`config.mk`:
```
export PLATFORM = sky130hd
export DESIGN_NAME = psr_imm_writer
export DESIGN_NICKNAME = d
export VERILOG_FILES = /design/src/rtl/psrw_pkg.sv /design/src/rtl/psrw_ctrl.sv /design/src/rtl/psrw_datapath.sv /design/src/rtl/psr_imm_writer.sv
export SDC_FILE = /design/constraint.sdc
export NUM_CORES = 1
export LEC_CHECK = 0
export ABC_CLOCK_PERIOD_IN_PS = 3400
export BUFFER_PORTS_ARGS = -buffer_cell sky130_fd_sc_hd__buf_2
export CAP_MARGIN = 5
export CORE_UTILIZATION = 50
export CTS_BUF_LIST = sky130_fd_sc_hd__clkbuf_8
export DETAILED_ROUTE_END_ITERATION = 7
export HOLD_SLACK_MARGIN = 0.03
export PLACE_DENSITY = 0.77
export SLEW_MARGIN = 20
export SYNTH_ARGS = -nofsm -noshare
export SYNTH_HDL_FRONTEND = slang
export SYNTH_SLANG_ARGS = --single-unit
```
`constraint.sdc`:
```
create_clock -name clk -period 3.4 [get_ports clk]
set_input_delay 0.68 -clock clk [delete_from_list [all_inputs] [get_ports clk]]
set_output_delay 0.68 -clock clk [all_outputs]
set_load 0.01 [all_outputs]
```
`src/rtl/psrw_pkg.sv`:
```
package psrw_pkg;
  localparam int XLEN   = 32;
  localparam int LANES  = XLEN / 8;
  localparam int MODE_W = 5;
  localparam int EBIT   = 9;
  localparam logic [MODE_W-1:0] MODE_USR = 5'b10000;
  localparam logic [MODE_W-1:0] MODE_SYS = 5'b11111;

  typedef struct packed {
    logic [LANES-1:0] laneWe;
    logic             eBitWe;
    logic             keepMode;
    logic             toSaved;
    logic             unpred;
    logic             illegal;
  } psrStrobe_t;

  function automatic logic modeLegal(input logic [MODE_W-1:0] m);
    case (m)
      5'b10000, 5'b10001, 5'b10010, 5'b10011,
      5'b10111, 5'b11011, 5'b11111: modeLegal = 1'b1;
      default:                      modeLegal = 1'b0;
    endcase
  endfunction

  // nzcv: bit3=N bit2=Z bit1=C bit0=V
  function automatic logic condPass(input logic [3:0] cc, input logic [3:0] nzcv);
    logic n, z, c, v;
    n = nzcv[3]; z = nzcv[2]; c = nzcv[1]; v = nzcv[0];
    case (cc)
      4'd0:    condPass = z;
      4'd1:    condPass = !z;
      4'd2:    condPass = c;
      4'd3:    condPass = !c;
      4'd4:    condPass = n;
      4'd5:    condPass = !n;
      4'd6:    condPass = v;
      4'd7:    condPass = !v;
      4'd8:    condPass = c && !z;
      4'd9:    condPass = !c || z;
      4'd10:   condPass = (n == v);
      4'd11:   condPass = (n != v);
      4'd12:   condPass = !z && (n == v);
      4'd13:   condPass = z || (n != v);
      4'd14:   condPass = 1'b1;
      default: condPass = 1'b0;
    endcase
  endfunction
endpackage

```
`src/rtl/psrw_ctrl.sv`:
```
module psrw_ctrl
  import psrw_pkg::*;
(
  input  logic              instrValid,
  input  logic [19:0]       instrHi,     // instruction bits [31:12]
  input  logic [3:0]        curFlags,
  input  logic [MODE_W-1:0] curMode,
  input  logic [MODE_W-1:0] newMode,
  output psrStrobe_t        strobe
);
  logic [3:0]       condCode;
  logic [4:0]       opField;
  logic             selSaved;
  logic [1:0]       fixedBits;
  logic [LANES-1:0] laneMask;
  logic [3:0]       onesField;
  logic             isMatch;
  logic             isPriv;
  logic             isUserOrSys;

  assign condCode  = instrHi[19:16];
  assign opField   = instrHi[15:11];
  assign selSaved  = instrHi[10];
  assign fixedBits = instrHi[9:8];
  assign laneMask  = instrHi[7:4];
  assign onesField = instrHi[3:0];

  assign isMatch = instrValid && (opField == 5'b00110) &&
                   (fixedBits == 2'b10) && (onesField == 4'b1111);
  assign isPriv      = (curMode != MODE_USR);
  assign isUserOrSys = (curMode == MODE_USR) || (curMode == MODE_SYS);

  always_comb begin
    strobe = '0;
    if (isMatch && condPass(condCode, curFlags)) begin
      if (selSaved) begin
        if (isUserOrSys) begin
          strobe.unpred = 1'b1;
        end else begin
          strobe.toSaved = 1'b1;
          strobe.laneWe  = laneMask;
        end
      end else if (!isPriv) begin
        strobe.laneWe[LANES-1] = laneMask[LANES-1];
        strobe.eBitWe          = laneMask[EBIT/8];
      end else begin
        strobe.laneWe = laneMask;
        if (laneMask[0] && !modeLegal(newMode)) begin
          strobe.keepMode = 1'b1;
          strobe.illegal  = 1'b1;
        end
      end
    end
  end
endmodule

```
`src/rtl/psrw_datapath.sv`:
```
module psrw_datapath
  import psrw_pkg::*;
#(
  parameter logic [XLEN-1:0] RESET_CUR = 32'h0000_00D3
) (
  input  logic            clk,
  input  logic            rst,
  input  logic [11:0]     immField,
  input  psrStrobe_t      strobe,
  output logic [XLEN-1:0] immVal,
  output logic [XLEN-1:0] curPsr,
  output logic [XLEN-1:0] savedPsr,
  output logic            unpredFlag,
  output logic            illegalFlag
);
  localparam int ROT_W = $clog2(XLEN);

  logic [2*XLEN-1:0] immDouble;
  logic [2*XLEN-1:0] immShifted;
  logic [ROT_W-1:0]  rotAmt;
  logic [XLEN-1:0]   curNext;
  logic [XLEN-1:0]   savedNext;

  assign rotAmt     = ROT_W'({immField[11:8], 1'b0});
  assign immDouble  = {2{{(XLEN-8){1'b0}}, immField[7:0]}};
  assign immShifted = immDouble >> rotAmt;
  assign immVal     = immShifted[XLEN-1:0];

  always_comb begin
    curNext   = curPsr;
    savedNext = savedPsr;
    for (int i = 0; i < LANES; i++) begin
      if (strobe.laneWe[i]) begin
        if (strobe.toSaved) savedNext[i*8 +: 8] = immVal[i*8 +: 8];
        else                curNext[i*8 +: 8]   = immVal[i*8 +: 8];
      end
    end
    if (strobe.eBitWe)   curNext[EBIT] = immVal[EBIT];
    if (strobe.keepMode) curNext[MODE_W-1:0] = curPsr[MODE_W-1:0];
  end

  always_ff @(posedge clk) begin
    if (rst) begin
      curPsr      <= RESET_CUR;
      savedPsr    <= '0;
      unpredFlag  <= 1'b0;
      illegalFlag <= 1'b0;
    end else begin
      curPsr      <= curNext;
      savedPsr    <= savedNext;
      unpredFlag  <= strobe.unpred;
      illegalFlag <= strobe.illegal;
    end
  end
endmodule

```
`src/rtl/psr_imm_writer.sv`:
```
module psr_imm_writer
  import psrw_pkg::*;
(
  input  logic        clk,
  input  logic        rst,
  input  logic        instrValid,
  input  logic [31:0] instrWord,
  output logic [31:0] curPsr,
  output logic [31:0] savedPsr,
  output logic        unpredFlag,
  output logic        illegalFlag
);
  psrStrobe_t      strobe;
  logic [XLEN-1:0] immVal;

  psrw_ctrl u_ctrl (
    .instrValid (instrValid),
    .instrHi    (instrWord[31:12]),
    .curFlags   (curPsr[31:28]),
    .curMode    (curPsr[MODE_W-1:0]),
    .newMode    (immVal[MODE_W-1:0]),
    .strobe     (strobe)
  );

  psrw_datapath u_dp (
    .clk         (clk),
    .rst         (rst),
    .immField    (instrWord[11:0]),
    .strobe      (strobe),
    .immVal      (immVal),
    .curPsr      (curPsr),
    .savedPsr    (savedPsr),
    .unpredFlag  (unpredFlag),
    .illegalFlag (illegalFlag)
  );
endmodule

```
# [Word-level counts from Yosys, hierarchy flattened]
# Cells that the tools add are included.
[word_totals] register_bits=66 elab_cells=97
[classes] eq_ne=30 n_shift=1 n_mux=20 n_bitwise=4 n_reduce_logical=30
[op_table] op="5-bit == test (second input constant)" count=9
[op_table] op="40-bit by 5-bit >> shifter with 32-bit output" count=1
[op_table] op="4-bit == test (second input constant)" count=8
[op_table] op="2-bit AND reduction" count=9
[op_table] op="4-bit by 3-bit == test with 1-bit output (second input constant)" count=4
[op_table] op="1-bit one-hot mux with 15 select lines" count=1
[op_table] op="1-bit two-way mux" count=11
[op_table] op="9-bit two-way mux" count=1
[op_table] op="4-bit by 2-bit == test with 1-bit output (second input constant)" count=2
[op_table] op="2-bit two-way mux" count=4
[op_table] op="4-bit two-way mux" count=2
[op_table] op="1-bit logical AND" count=7
[op_table] op="7-bit OR reduction" count=1
[op_table] op="3-bit OR reduction" count=2
[op_table] op="5-bit by 3-bit == test with 1-bit output (second input constant)" count=1
[op_table] op="1-bit zero test" count=5
[op_table] op="5-bit inequality test (second input constant)" count=1
[op_table] op="4-bit by 1-bit == test with 1-bit output (second input constant)" count=1
[op_table] op="4-bit zero test" count=1
[op_table] op="1-bit NOT" count=4
[op_table] op="1-bit logical OR" count=3
[op_table] op="3-bit two-way mux" count=1
[op_table] op="3-bit AND reduction" count=1
[op_table] op="2-bit == test (second input constant)" count=1
[op_table] op="other kinds (4)" count=4

# [Longest topological paths before layout]
# Gate-level depths: netlist of the first run.
[depth] depth_word=16 ltp_mapped=9 ltp_nobuf=6

# [Hierarchy]
# Synthesis of the first run repeated with hierarchy kept, for this count alone.
[hier_totals] hier_cells=409 hier_area_um2=3398.3
[by_module_without_submodules] mod="psrw_datapath" n_inst=1 cells_per_inst=354 area_per_inst_um2=3049.2
[by_module_without_submodules] mod="psrw_ctrl" n_inst=1 cells_per_inst=55 area_per_inst_um2=349.1

# [Worst setup path after synthesis of the first run]
# No wires, ideal clock.
[synth_timing] kind="input -> register" startpoint="input port instrWord[31]" endpoint="register u_dp.savedPsr[24]" setup_ns=0.121 t_arrival_ns=2.455 required_ns=3.279 slack_ns=0.824 cell_stages=9 n_path_buf=3 cell_sequence="buf_2 -> or3b_1 -> a21oi_1 -> o31ai_1 -> o311a_1 -> buf_6 -> or3_1 -> buf_6 -> mux2_4"
[synth_via] elab_chain_cells=5 elab_cells_between_ends=19
[synth_rtl] element="start: declaration" line_no="psr_imm_writer.sv:7" text="input logic [31:0] instrWord,"
[synth_rtl] element="4-bit == test (tied with other cells)" line_no="psrw_pkg.sv:30" text="case (cc)"
[synth_rtl] element="1-bit one-hot mux with 15 select lines (*)" line_no="psrw_pkg.sv:30"
[synth_rtl] element="1-bit logical AND (*)" line_no="psrw_ctrl.sv:35" text="if (isMatch && condPass(condCode, curFlags)) begin"
[synth_rtl] element="9-bit two-way mux (*)" line_no="psrw_ctrl.sv:35"
[synth_rtl] element="2-bit AND reduction (no line) (*)"
[synth_rtl] element="end signal: assignment" line_no="psrw_datapath.sv:50" text="savedPsr <= savedNext;"
[synth_rtl] element="end: declaration" line_no="psrw_datapath.sv:12" text="output logic [XLEN-1:0] savedPsr,"
# Every way passes the cells marked *; elsewhere a longest branch is shown, timed or not.
# A chain may end at the register's enable or synchronous reset.

# [Worst setup path after layout of the first run]
[layout_timing] startpoint="input port instrWord[20]" endpoint="register u_dp.curPsr[3]"
[layout_via] elab_chain_cells=7 elab_cells_between_ends=8
[layout_rtl] element="2-bit == test (*)" line_no="psrw_ctrl.sv:29" text="(fixedBits == 2'b10) && (onesField == 4'b1111);"
[layout_rtl] element="1-bit logical AND (*)" line_no="psrw_ctrl.sv:28" text="assign isMatch = instrValid && (opField == 5'b00110) &&"
[layout_rtl] element="1-bit logical AND (*)" line_no="psrw_ctrl.sv:29"
[layout_rtl] element="1-bit logical AND (*)" line_no="psrw_ctrl.sv:35"
[layout_rtl] element="9-bit two-way mux (*)" line_no="psrw_ctrl.sv:35"
[layout_rtl] element="1-bit NOT (no line)"
[layout_rtl] element="3-bit AND reduction (no line) (*)"
[layout_rtl] element="end signal: assignment" line_no="psrw_datapath.sv:49" text="curPsr <= curNext;"
[layout_rtl] element="end: declaration" line_no="psrw_datapath.sv:11" text="output logic [XLEN-1:0] curPsr,"
# Marks and branches as above.

==> impl_metrics.py, run 1 <==
metrics = {
    "status": {
        "status": "finished clean",
    },
    "cells_and_area": {
        "final_cell_count_no_fill": 569,
        "fin_area_um2": 4180,
        "area_growth_pct": 20.6,
        "layout-drive-gt1-share": 0.278,
        "diodes": 0,
        "fillers": 595,
        "nNetsFinal": 522,
    },
    "timing": {
        "setup_viol": 0,
        "finClkSkew_ps": 4.10,
        "fmax_ghz": 0.402,
        "slew_headroom": 0.551,
        "worst_hold_slack_ps": 455,
        "finalHoldViolCount": 0,
        "finalSetupTns_ps": 0,
        "worstMarginPinSlew_ps": 672,
        "fin_crit_sh": 0.732,
        "slew_violations": 0,
        "layout_setup_ws_ps": 912,
        "finalCriticalPeriod_ps": 2490,
        "grt_setup_unrepaired": "false",
    },
    "cts": {
        "clk_pin_slew_ps": 70,
        "numClockSinks": 66,
        "cts_tree": "done",
        "htree_levels": 3,
        "insertion_delay_ps": 350,
        "cts_inserted_buffers": 9,
        "cts_setup_buffers": 0,
        "cts-root-buf": "clkbuf_8",
        "cts.hold.buffers_added": 0,
        "cts_resized": 0,
        "cts.path.max_buffers": 2,
    },
    "power": {
        "p_leak_nw": 1.98,
        "vdd_ir_drop_max_mv": 0.236,
        "pwr-share-comb": 0.104,
        "powerDensity_nw_per_um2": 389,
        "p_sw_frac": 0.259,
        "switching_power_uw": 422,
        "p_int_mw": 1.20,
        "pwr-share-seq": 0.475,
        "clockPowerShare": 0.421,
    },
    "route": {
        "ant_nets": 0,
        "firstDrtPassIters": 4,
        "routed_wl_um": 9000,
        "viasPerCell": 5.74,
        "vias": 3265,
        "drt_iter0_drc": 206,
        "avgRoutedWirePerCell_um": 15.8,
        "drc": 0,
    },
    "grt": {
        "antenna_found_initial": 0,
        "grt_pass1_vias": 2976,
        "track_usage": 0.254,
        "grt_pass1_wl_um": 14300,
        "grt_max_degree": 42,
        "grt-ovfl-total": 0,
    },
    "worst_setup_path": {
        "path_cells": "buf_2 > nand4bb_1 > nor4_4 > nand2_2 > or3_1 > a211o_1 > mux2_1",
        "crit_arrival_ps": 2720,
        "r2r_start": "u_dp.curPsr[30]$_SDFFE_PP0P_",
        "r2r_cells": 7,
        "critPathLaunch": "instrWord[20]",
        "critPathRequiredTime_ps": 3640,
        "crit_type": "input port to flip-flop",
        "worstSetupStartpointType": "input port",
        "cp_slowest_cell": "nor4_4",
        "critPathMaxFanout": 7,
        "critical_path.endpoint_type": "flip-flop",
        "cpPeakStageDelay_ps": 470,
    },
    "floorplan": {
        "die_y_um": 85.3,
        "io_pins": 101,
        "die_w_um": 85.3,
        "dieArea_um2": 7270,
        "core_um2": 6530,
        "initial_utilization": 0.531,
        "num_rows": 29,
    },
    "logic_synthesis": {
        "yosys_warnings": 0,
        "synth-seq-cells": 66,
        "syn_avg_cell_area_um2": 8.78,
        "synth.cell_area_um2": 3470,
        "yosysSeqAreaShare": 0.381,
        "syn_nets": 430,
        "synth-main-ff-cell": "dfxtp_1",
        "yosysMostFrequentCell": "dfxtp_1",
        "synth_largest_area_cell": "dfxtp_1",
        "synth_common_cells": "dfxtp_1 (66), nand2_1 (63), mux2i_1 (57)",
        "synth.area.top_cells": "dfxtp_1 (38%), mux2i_1 (16%), nand2_1 (6.8%)",
        "yosysTopAreaCellShare": 0.381,
        "synthCells": 395,
        "async_flop_share": 0,
        "synth_edf_count": 0,
        "synth.distinct_cells": 58,
    },
    "place": {
        "dp.cells": 553,
        "place_area_um2": 3980,
        "port_buffers": 100,
        "place_ws_ps": 560,
        "dp_hpwl_um": 6460,
        "place.gp.congestion": 0.919,
    },
    "run": {
        "timing.max_cap.violations": 0,
    },
    "min_path": {
        "hold_path_class": "flip-flop to flip-flop",
        "hold_path.startpoint": "u_dp.curPsr[20]$_SDFFE_PP0P_",
        "min_path_cells": 2,
    },
}
## layout by cell type (no fill, tap or decap), types with 2 or more instances in the layout
cell type / synthesis / layout
mux2_2: 2 / 2
or2_2: 4 / 4
mux2i_1: 57 / 57
nor3_4: 2 / 2
o21ai_0: 11 / 11
nand2b_1: 5 / 5
a2bb2oi_1: 2 / 2
clkbuf_8: 0 / 11
and3_1: 4 / 4
o21bai_1: 2 / 2
and4_1: 4 / 4
buf_4: 2 / 6
clkinvlp_4: 0 / 2
nand2_1: 63 / 63
o22ai_1: 5 / 5
nor2b_1: 11 / 11
a21o_1: 3 / 3
or3_1: 6 / 6
nand3_1: 14 / 14
a211oi_1: 4 / 4
nor3_1: 12 / 12
mux2_1: 4 / 4
nand4_1: 5 / 5
a21oi_1: 19 / 19
a311oi_1: 2 / 2
nor4_1: 5 / 5
o2111ai_1: 2 / 2
dfxtp_1: 66 / 66
nor2_1: 22 / 22
mux2_4: 3 / 3
nand4bb_1: 3 / 3
inv_1: 3 / 4
buf_2: 6 / 100
nor3b_1: 2 / 2
## worst paths after layout
check,slack [ps],endpoint
worst min register to register,460,u_dp.curPsr[20]$_SDFFE_PP0P_
worst max register to register,950,u_dp.curPsr[8]$_SDFFE_PP0P_
worst min-delay path,460,u_dp.curPsr[20]$_SDFFE_PP0P_
worst max-delay path,910,u_dp.curPsr[3]$_SDFFE_PP0P_
## cells by family (layout without fill, tap and decap cells)
family | after synthesis | after routing | synth area share
DFF | 66 | 66 | 0.381
muxes | 66 | 66 | 0.197
and+or+nand+nor | 171 | 171 | 0.260
AOI/OAI and AO/OA | 61 | 61 | 0.116
buffers and inverters | 30 | 127 | 0.0433
xor gates and xnor gates | 1 | 1 | 0.00253
## flip-flops by register name (all words and copies together) (netlist names)
signal and count:
u_dp.curPsr 32, u_dp.unpredFlag 1, u_dp.illegalFlag 1, u_dp.savedPsr 32
## cell type report
| cell class | instances | area, um^2 | area share |
|---|---|---|---|
| sequential | 66 | 1320 | 0.316 |
| clock inverter | 5 | 53.8 | 0.0129 |
| multi-input combinational | 299 | 2000 | 0.477 |
| tap | 77 | 96.3 | 0.0230 |
| timing repair buffer | 106 | 546 | 0.130 |
| inverter | 5 | 18.8 | 0.00449 |
| clock buffer | 11 | 151 | 0.0362 |
## stage by stage
stage,util,power [mW]
floorplan,-,0.902
global placement,0.609,0.954
detailed placement,0.609,0.957
CTS,0.641,1.64
global route,0.641,1.69
finish,0.641,1.63
## routing by layer
metal	global-route usage	vias to the layer above	part of all wire
li1	-	1600	-
met1	0.336	1516	0.45
met2	0.405	139	0.46
met3	0.0652	10	0.073
met4	0.0803	0	0.010
met5	0	-	0
## critical path, delay by kind of cell
kind,cells,cell delay (ps)
and+or+nand+nor,4,1240
AOI/OAI and AO/OA,1,370
muxes,1,340
buffers and inverters,1,90
## power by group through the flow
stage | combinational [mW] | sequential [mW] | clock (mW)
after detailed placement | 0.166 | 0.790 | 0
after CTS | 0.167 | 0.772 | 0.697
after floorplan | 0.111 | 0.790 | 0
final | 0.170 | 0.772 | 0.684
after global placement | 0.164 | 0.790 | 0
after global routing | 0.184 | 0.772 | 0.733
(Power assumes the default switching activity.)
==> run 2, diff against run 1 <==
Settings changed: ABC_AREA from default to 1, ABC_CLOCK_PERIOD_IN_PS 3400 to 2600.
Clock period 3.4 ns to 2.6 ns, I/O delays scaled along.
==> impl_metrics.py, run 2 <==
metrics = {
    "cts": {
        "htree_levels": 3,
        "cts_tree": "done",
        "cts.hold.buffers_added": 0,
        "cts_inserted_buffers": 9,
        "cts_resized": 0,
        "cts-root-buf": "clkbuf_8",
        "insertion_delay_ps": 340,
        "clk_pin_slew_ps": 70,
        "cts_setup_buffers": 0,
        "cts.path.max_buffers": 2,
        "numClockSinks": 66,
    },
    "cells_and_area": {
        "diodes": 0,
        "final_util": 0.630,
        "layout-drive-gt1-share": 0.195,
        "layout_common_cells": "nand2_1 (133), nor2_1 (118), inv_1 (104)",
        "fillers": 676,
        "reg_top3": "u_dp.curPsr x32, u_dp.savedPsr x32",
        "final_common_cell": "nand2_1",
        "area_growth_pct": 20.0,
        "nNetsFinal": 718,
    },
    "floorplan": {
        "die_w_um": 86.9,
        "dieArea_um2": 7560,
        "core_um2": 6870,
        "initial_utilization": 0.525,
        "num_rows": 30,
        "die_y_um": 86.9,
        "io_pins": 101,
    },
    "worst_setup_path": {
        "critPathMaxFanout": 16,
        "crit_type": "flip-flop to flip-flop",
        "critPathRequiredTime_ps": 2820,
        "r2r_cells": 7,
        "critical_path.endpoint_type": "flip-flop",
        "crit_arrival_ps": 2140,
        "worstSetupStartpointType": "flip-flop",
    },
    "timing": {
        "slew_headroom": 0.635,
        "finClkSkew_ps": 7.88,
        "worstMarginPinSlew_ps": 542,
        "finalHoldViolCount": 0,
        "setup_viol": 0,
        "fin_crit_sh": 0.737,
        "finalCriticalPeriod_ps": 1920,
        "slew_violations": 0,
        "finalSetupTns_ps": 0,
        "fmax_ghz": 0.522,
        "grt_setup_unrepaired": "false",
    },
    "power": {
        "pwr-share-seq": 0.478,
        "pwr-share-comb": 0.103,
        "switching_power_uw": 546,
        "powerDensity_nw_per_um2": 488,
        "p_leak_nw": 2.28,
        "p_sw_frac": 0.258,
        "vdd_ir_drop_max_mv": 0.302,
        "clockPowerShare": 0.419,
        "p_int_mw": 1.57,
        "power_mw": 2.11,
    },
    "grt": {
        "grt-ovfl-total": 0,
        "grt_pass1_wl_um": 14900,
        "grt_max_degree": 61,
        "track_usage": 0.250,
        "grt_pass1_vias": 3347,
        "antenna_found_initial": 0,
    },
    "logic_synthesis": {
        "yosysTopAreaCellShare": 0.366,
        "synth_common_cells": "nand2_1 (133), nor2_1 (118), inv_1 (104)",
        "async_flop_share": 0,
        "synthCells": 592,
        "yosysSeqAreaShare": 0.366,
        "synth-seq-cells": 66,
        "syn_avg_cell_area_um2": 6.09,
        "synth_edf_count": 0,
        "synth.area.top_cells": "dfxtp_1 (37%), nand2_1 (14%), nor2_1 (12%)",
        "yosys_warnings": 0,
        "synth_largest_area_cell": "dfxtp_1",
        "synth.cell_area_um2": 3610,
        "yosysMostFrequentCell": "nand2_1",
        "syn_nets": 627,
        "synth-main-ff-cell": "dfxtp_1",
        "synth.distinct_cells": 30,
    },
    "place": {
        "place.gp.congestion": 0.869,
        "dp_hpwl_um": 6840,
        "port_buffers": 100,
    },
    "route": {
        "avgRoutedWirePerCell_um": 11.5,
        "drc": 0,
        "ant_nets": 0,
        "drt_iter0_drc": 226,
        "routed_wl_um": 9010,
        "viasPerCell": 4.88,
        "firstDrtPassIters": 5,
        "vias": 3822,
    },
    "status": {
        "status": "finished clean",
    },
    "min_path": {
        "min_path_cells": 2,
        "hold_path_class": "input port to flip-flop",
    },
    "run": {
        "timing.max_cap.violations": 0,
    },
}
-- run 2: cell type report --
class	count	area [um^2]	share of cell area
Clock buffer	11	151	0.0350
Clock inverter	5	52.6	0.0121
Inverter	106	398	0.0919
Multi-Input combinational cell	398	1770	0.409
Sequential cell	66	1320	0.305
Tap cell	96	120	0.0278
Timing Repair Buffer	102	515	0.119
-- run 2: worst max-delay path, cell delays in order (launching register included) --
cell      delay, ps
dfxtp_1         390
nand3_1          90
nand3b_1        180
and2_1          170
nand2_1         240
nand4_2         370
o21ai_0         310
a21oi_1          60
-- run 2: cells by family after synthesis --
family / share of synthesized area
AND/OR/NAND/NOR: 0.364
flip-flops: 0.366
buffers and inverters: 0.143
AO/OA/AOI/OAI: 0.127
-- run 2: power by group through the flow --
stage                     combinational [mW]  clock, mW  sequential [mW]
after floorplan                        0.143          0             1.03
after global placement                 0.211          0             1.03
after detailed placement               0.213          0             1.03
after CTS                              0.214      0.901             1.01
after global routing                   0.247      0.945             1.01
final                                  0.217      0.885             1.01
-- run 2: worst paths after layout --
check                                    start                      endpoint  slack (ps)
setup reg to reg   u_dp.curPsr[2]$_SDFFE_PP0P_  u_dp.curPsr[14]$_SDFFE_PP0P_         680
hold reg to reg   u_dp.curPsr[14]$_SDFFE_PP0P_  u_dp.curPsr[14]$_SDFFE_PP0P_         440
hold / removal                             rst   u_dp.curPsr[9]$_SDFFE_PP0P_         430
setup / recovery   u_dp.curPsr[2]$_SDFFE_PP0P_  u_dp.curPsr[14]$_SDFFE_PP0P_         680
-- run 2: per-layer routing --
metal / GRT usage / vias up / share of wire
met5: 0 / - / 0
met4: 0.0773 / 0 / 0.015
met3: 0.0512 / 14 / 0.057
met2: 0.399 / 127 / 0.45
met1: 0.338 / 1681 / 0.48
li1: - / 2000 / -
-- run 2: stage by stage --
step	cell area (um^2)	worst slack (ps)	hold slack [ps]	std cells
2_1_floorplan	3610	751	468	592
4_1_cts	4330	683	427	784
5_1_grt	4330	452	430	784
3_3_place_gp	4120	460	435	768
3_5_place_dp	4120	389	436	768
6_report	4330	685	432	784
==> run 3, diff against run 2 <==
Settings changed: ABC_CLOCK_PERIOD_IN_PS 2600 to 1900.
Clock period 2.6 ns to 1.9 ns, I/O delays scaled along.
==> impl_metrics.py, run 3 (synthesis gave the netlist of run 2 again) <==
metrics = {
    "floorplan": {
        "core_um2": 6870,
        "io_pins": 101,
        "dieArea_um2": 7560,
        "die_y_um": 86.9,
        "die_w_um": 86.9,
        "num_rows": 30,
        "initial_utilization": 0.525,
    },
    "grt": {
        "antenna_found_initial": 0,
        "grt_pass1_vias": 3400,
        "grt_max_degree": 40,
        "grt-ovfl-total": 0,
        "grt_pass1_wl_um": 15100,
        "track_usage": 0.253,
    },
    "min_path": {
        "min_to": "u_dp.curPsr[9]$_SDFFE_PP0P_",
        "hold_path.startpoint": "rst",
        "hold_path_class": "input port to flip-flop",
        "min_path_cells": 2,
    },
    "timing": {
        "worst_hold_slack_ps": 291,
        "setup_viol": 0,
        "fmax_ghz": 0.547,
        "finalCriticalPeriod_ps": 1830,
        "finClkSkew_ps": 7.47,
        "slew_headroom": 0.720,
        "slew_violations": 0,
        "fin_crit_sh": 0.962,
        "finalSetupTns_ps": 0,
        "finalHoldViolCount": 0,
        "worstMarginPinSlew_ps": 415,
    },
    "worst_setup_path": {
        "r2r_cells": 9,
        "crit_arrival_ps": 2040,
        "r2r_slack_ps": 70,
        "r2r_start": "u_dp.curPsr[0]$_SDFFE_PP1P_",
        "crit_type": "flip-flop to flip-flop",
        "rr_endpoint": "u_dp.curPsr[0]$_SDFFE_PP1P_",
        "critPathMaxFanout": 5,
        "critical_path.endpoint_type": "flip-flop",
        "worstSetupStartpointType": "flip-flop",
        "critPathRequiredTime_ps": 2120,
    },
    "run": {
        "timing.max_cap.violations": 0,
    },
    "route": {
        "firstDrtPassIters": 5,
        "vias": 3948,
        "viasPerCell": 4.85,
        "drt_iter0_drc": 223,
        "ant_nets": 0,
        "drc": 0,
        "avgRoutedWirePerCell_um": 11.9,
        "routed_wl_um": 9680,
    },
    "status": {
        "status": "finished clean",
    },
    "power": {
        "p_leak_nw": 2.46,
        "powerDensity_nw_per_um2": 682,
        "switching_power_uw": 789,
        "vdd_ir_drop_max_mv": 0.371,
        "p_sw_frac": 0.246,
        "pwr-share-seq": 0.431,
        "clockPowerShare": 0.459,
        "pwr-share-comb": 0.110,
        "p_int_mw": 2.42,
    },
    "cts": {
        "numClockSinks": 66,
        "cts_tree": "done",
        "htree_levels": 3,
        "cts.hold.buffers_added": 0,
        "clk_pin_slew_ps": 70,
        "cts-root-buf": "clkbuf_8",
        "cts.path.max_buffers": 2,
        "insertion_delay_ps": 350,
        "cts_inserted_buffers": 9,
    },
    "place": {
        "place.gp.congestion": 0.885,
        "dp_hpwl_um": 7200,
        "port_buffers": 100,
    },
    "cells_and_area": {
        "area_growth_pct": 30.4,
        "final_util": 0.685,
        "nNetsFinal": 748,
        "reg_top3": "u_dp.curPsr x32, u_dp.savedPsr x32",
        "layout_common_cells": "nand2_1 (132), nor2_1 (117), inv_1 (102)",
        "diodes": 0,
        "layout-drive-gt1-share": 0.241,
        "final_common_cell": "nand2_1",
    },
}
==> run 3: changes by cell type in the layout (fill, tap and decap cells not counted), moves of 3 or more <==
cell | before | now
o21ai_1 | 17 | 27
o21ai_0 | 46 | 34
buf_4 | 2 | 30
clkinv_2 | 3 | 0
nand2_2 | 4 | 1
nand2_8 | 0 | 3
==> run 3: area by class of cell <==
type                            count  area (um^2)
Clock buffer                       10          138
Clock inverter                      6          114
Fill cell                         625         2170
Inverter                          106          398
Multi-Input combinational cell    399         1860
Sequential cell                    66         1320
Tap cell                           96          120
Timing Repair Buffer              131          746
==> run 3: critical path: stages, from the launching register on <==
cell	delay, ps
dfxtp_1	370
nor2_1	60
nand3_1	160
o21ai_1	170
nor2_2	310
nand4_1	180
inv_1	180
nand2_1	120
nand2_1	80
nand3_1	70
==> run 3: power groups by stage <==
stage	registers, mW	logic, mW	clock network (mW)
floorplan	1.41	0.196	0
global placement	1.41	0.327	0
detailed placement	1.41	0.333	0
CTS	1.38	0.335	1.49
global route	1.38	0.395	1.55
finish	1.38	0.353	1.47
==> run 3: what timing repair did <==
item                       CTS  global route
resized for setup            1            31
buffers inserted             0             2
cloned                       0             1
hold endpoints to repair     0             0
setup endpoints to repair    2            56
pin swaps                    0             4
==> run 3: metrics by stage <==
step / setup slack, ps / cells / power [mW] / cell area (um^2)
after floorplan: 191 / 592 / 1.61 / 3610
after global placement: -48.4 / 795 / 1.74 / 4330
after detailed placement: -124 / 795 / 1.75 / 4330
after CTS: 5.78 / 811 / 3.21 / 4590
after global routing: -60.9 / 814 / 3.33 / 4700
final: 72.2 / 814 / 3.21 / 4700
==> run 3: routing by layer <==
layer  track usage  vias to the layer above  wire length (um)
met5             0                        -                 0
met4        0.0864                        0               169
met3        0.0540                       20               548
met2         0.418                      122              4580
met1         0.327                     1749              4390
li1              -                     2057                 -
==> run 3: worst max path at each step <==
stage	cells after the start	to	startpoint
after floorplan	11	u_dp.savedPsr[10]$_SDFFE_PP0P_	instrWord[23]
after global placement	9	u_dp.curPsr[13]$_SDFFE_PP0P_	instrWord[23]
after detailed placement	9	u_dp.curPsr[13]$_SDFFE_PP0P_	instrWord[23]
after CTS	7	u_dp.curPsr[13]$_SDFFE_PP0P_	u_dp.curPsr[2]$_SDFFE_PP0P_
after global routing	9	u_dp.curPsr[0]$_SDFFE_PP1P_	u_dp.curPsr[0]$_SDFFE_PP1P_
final	9	u_dp.curPsr[0]$_SDFFE_PP1P_	u_dp.curPsr[0]$_SDFFE_PP1P_
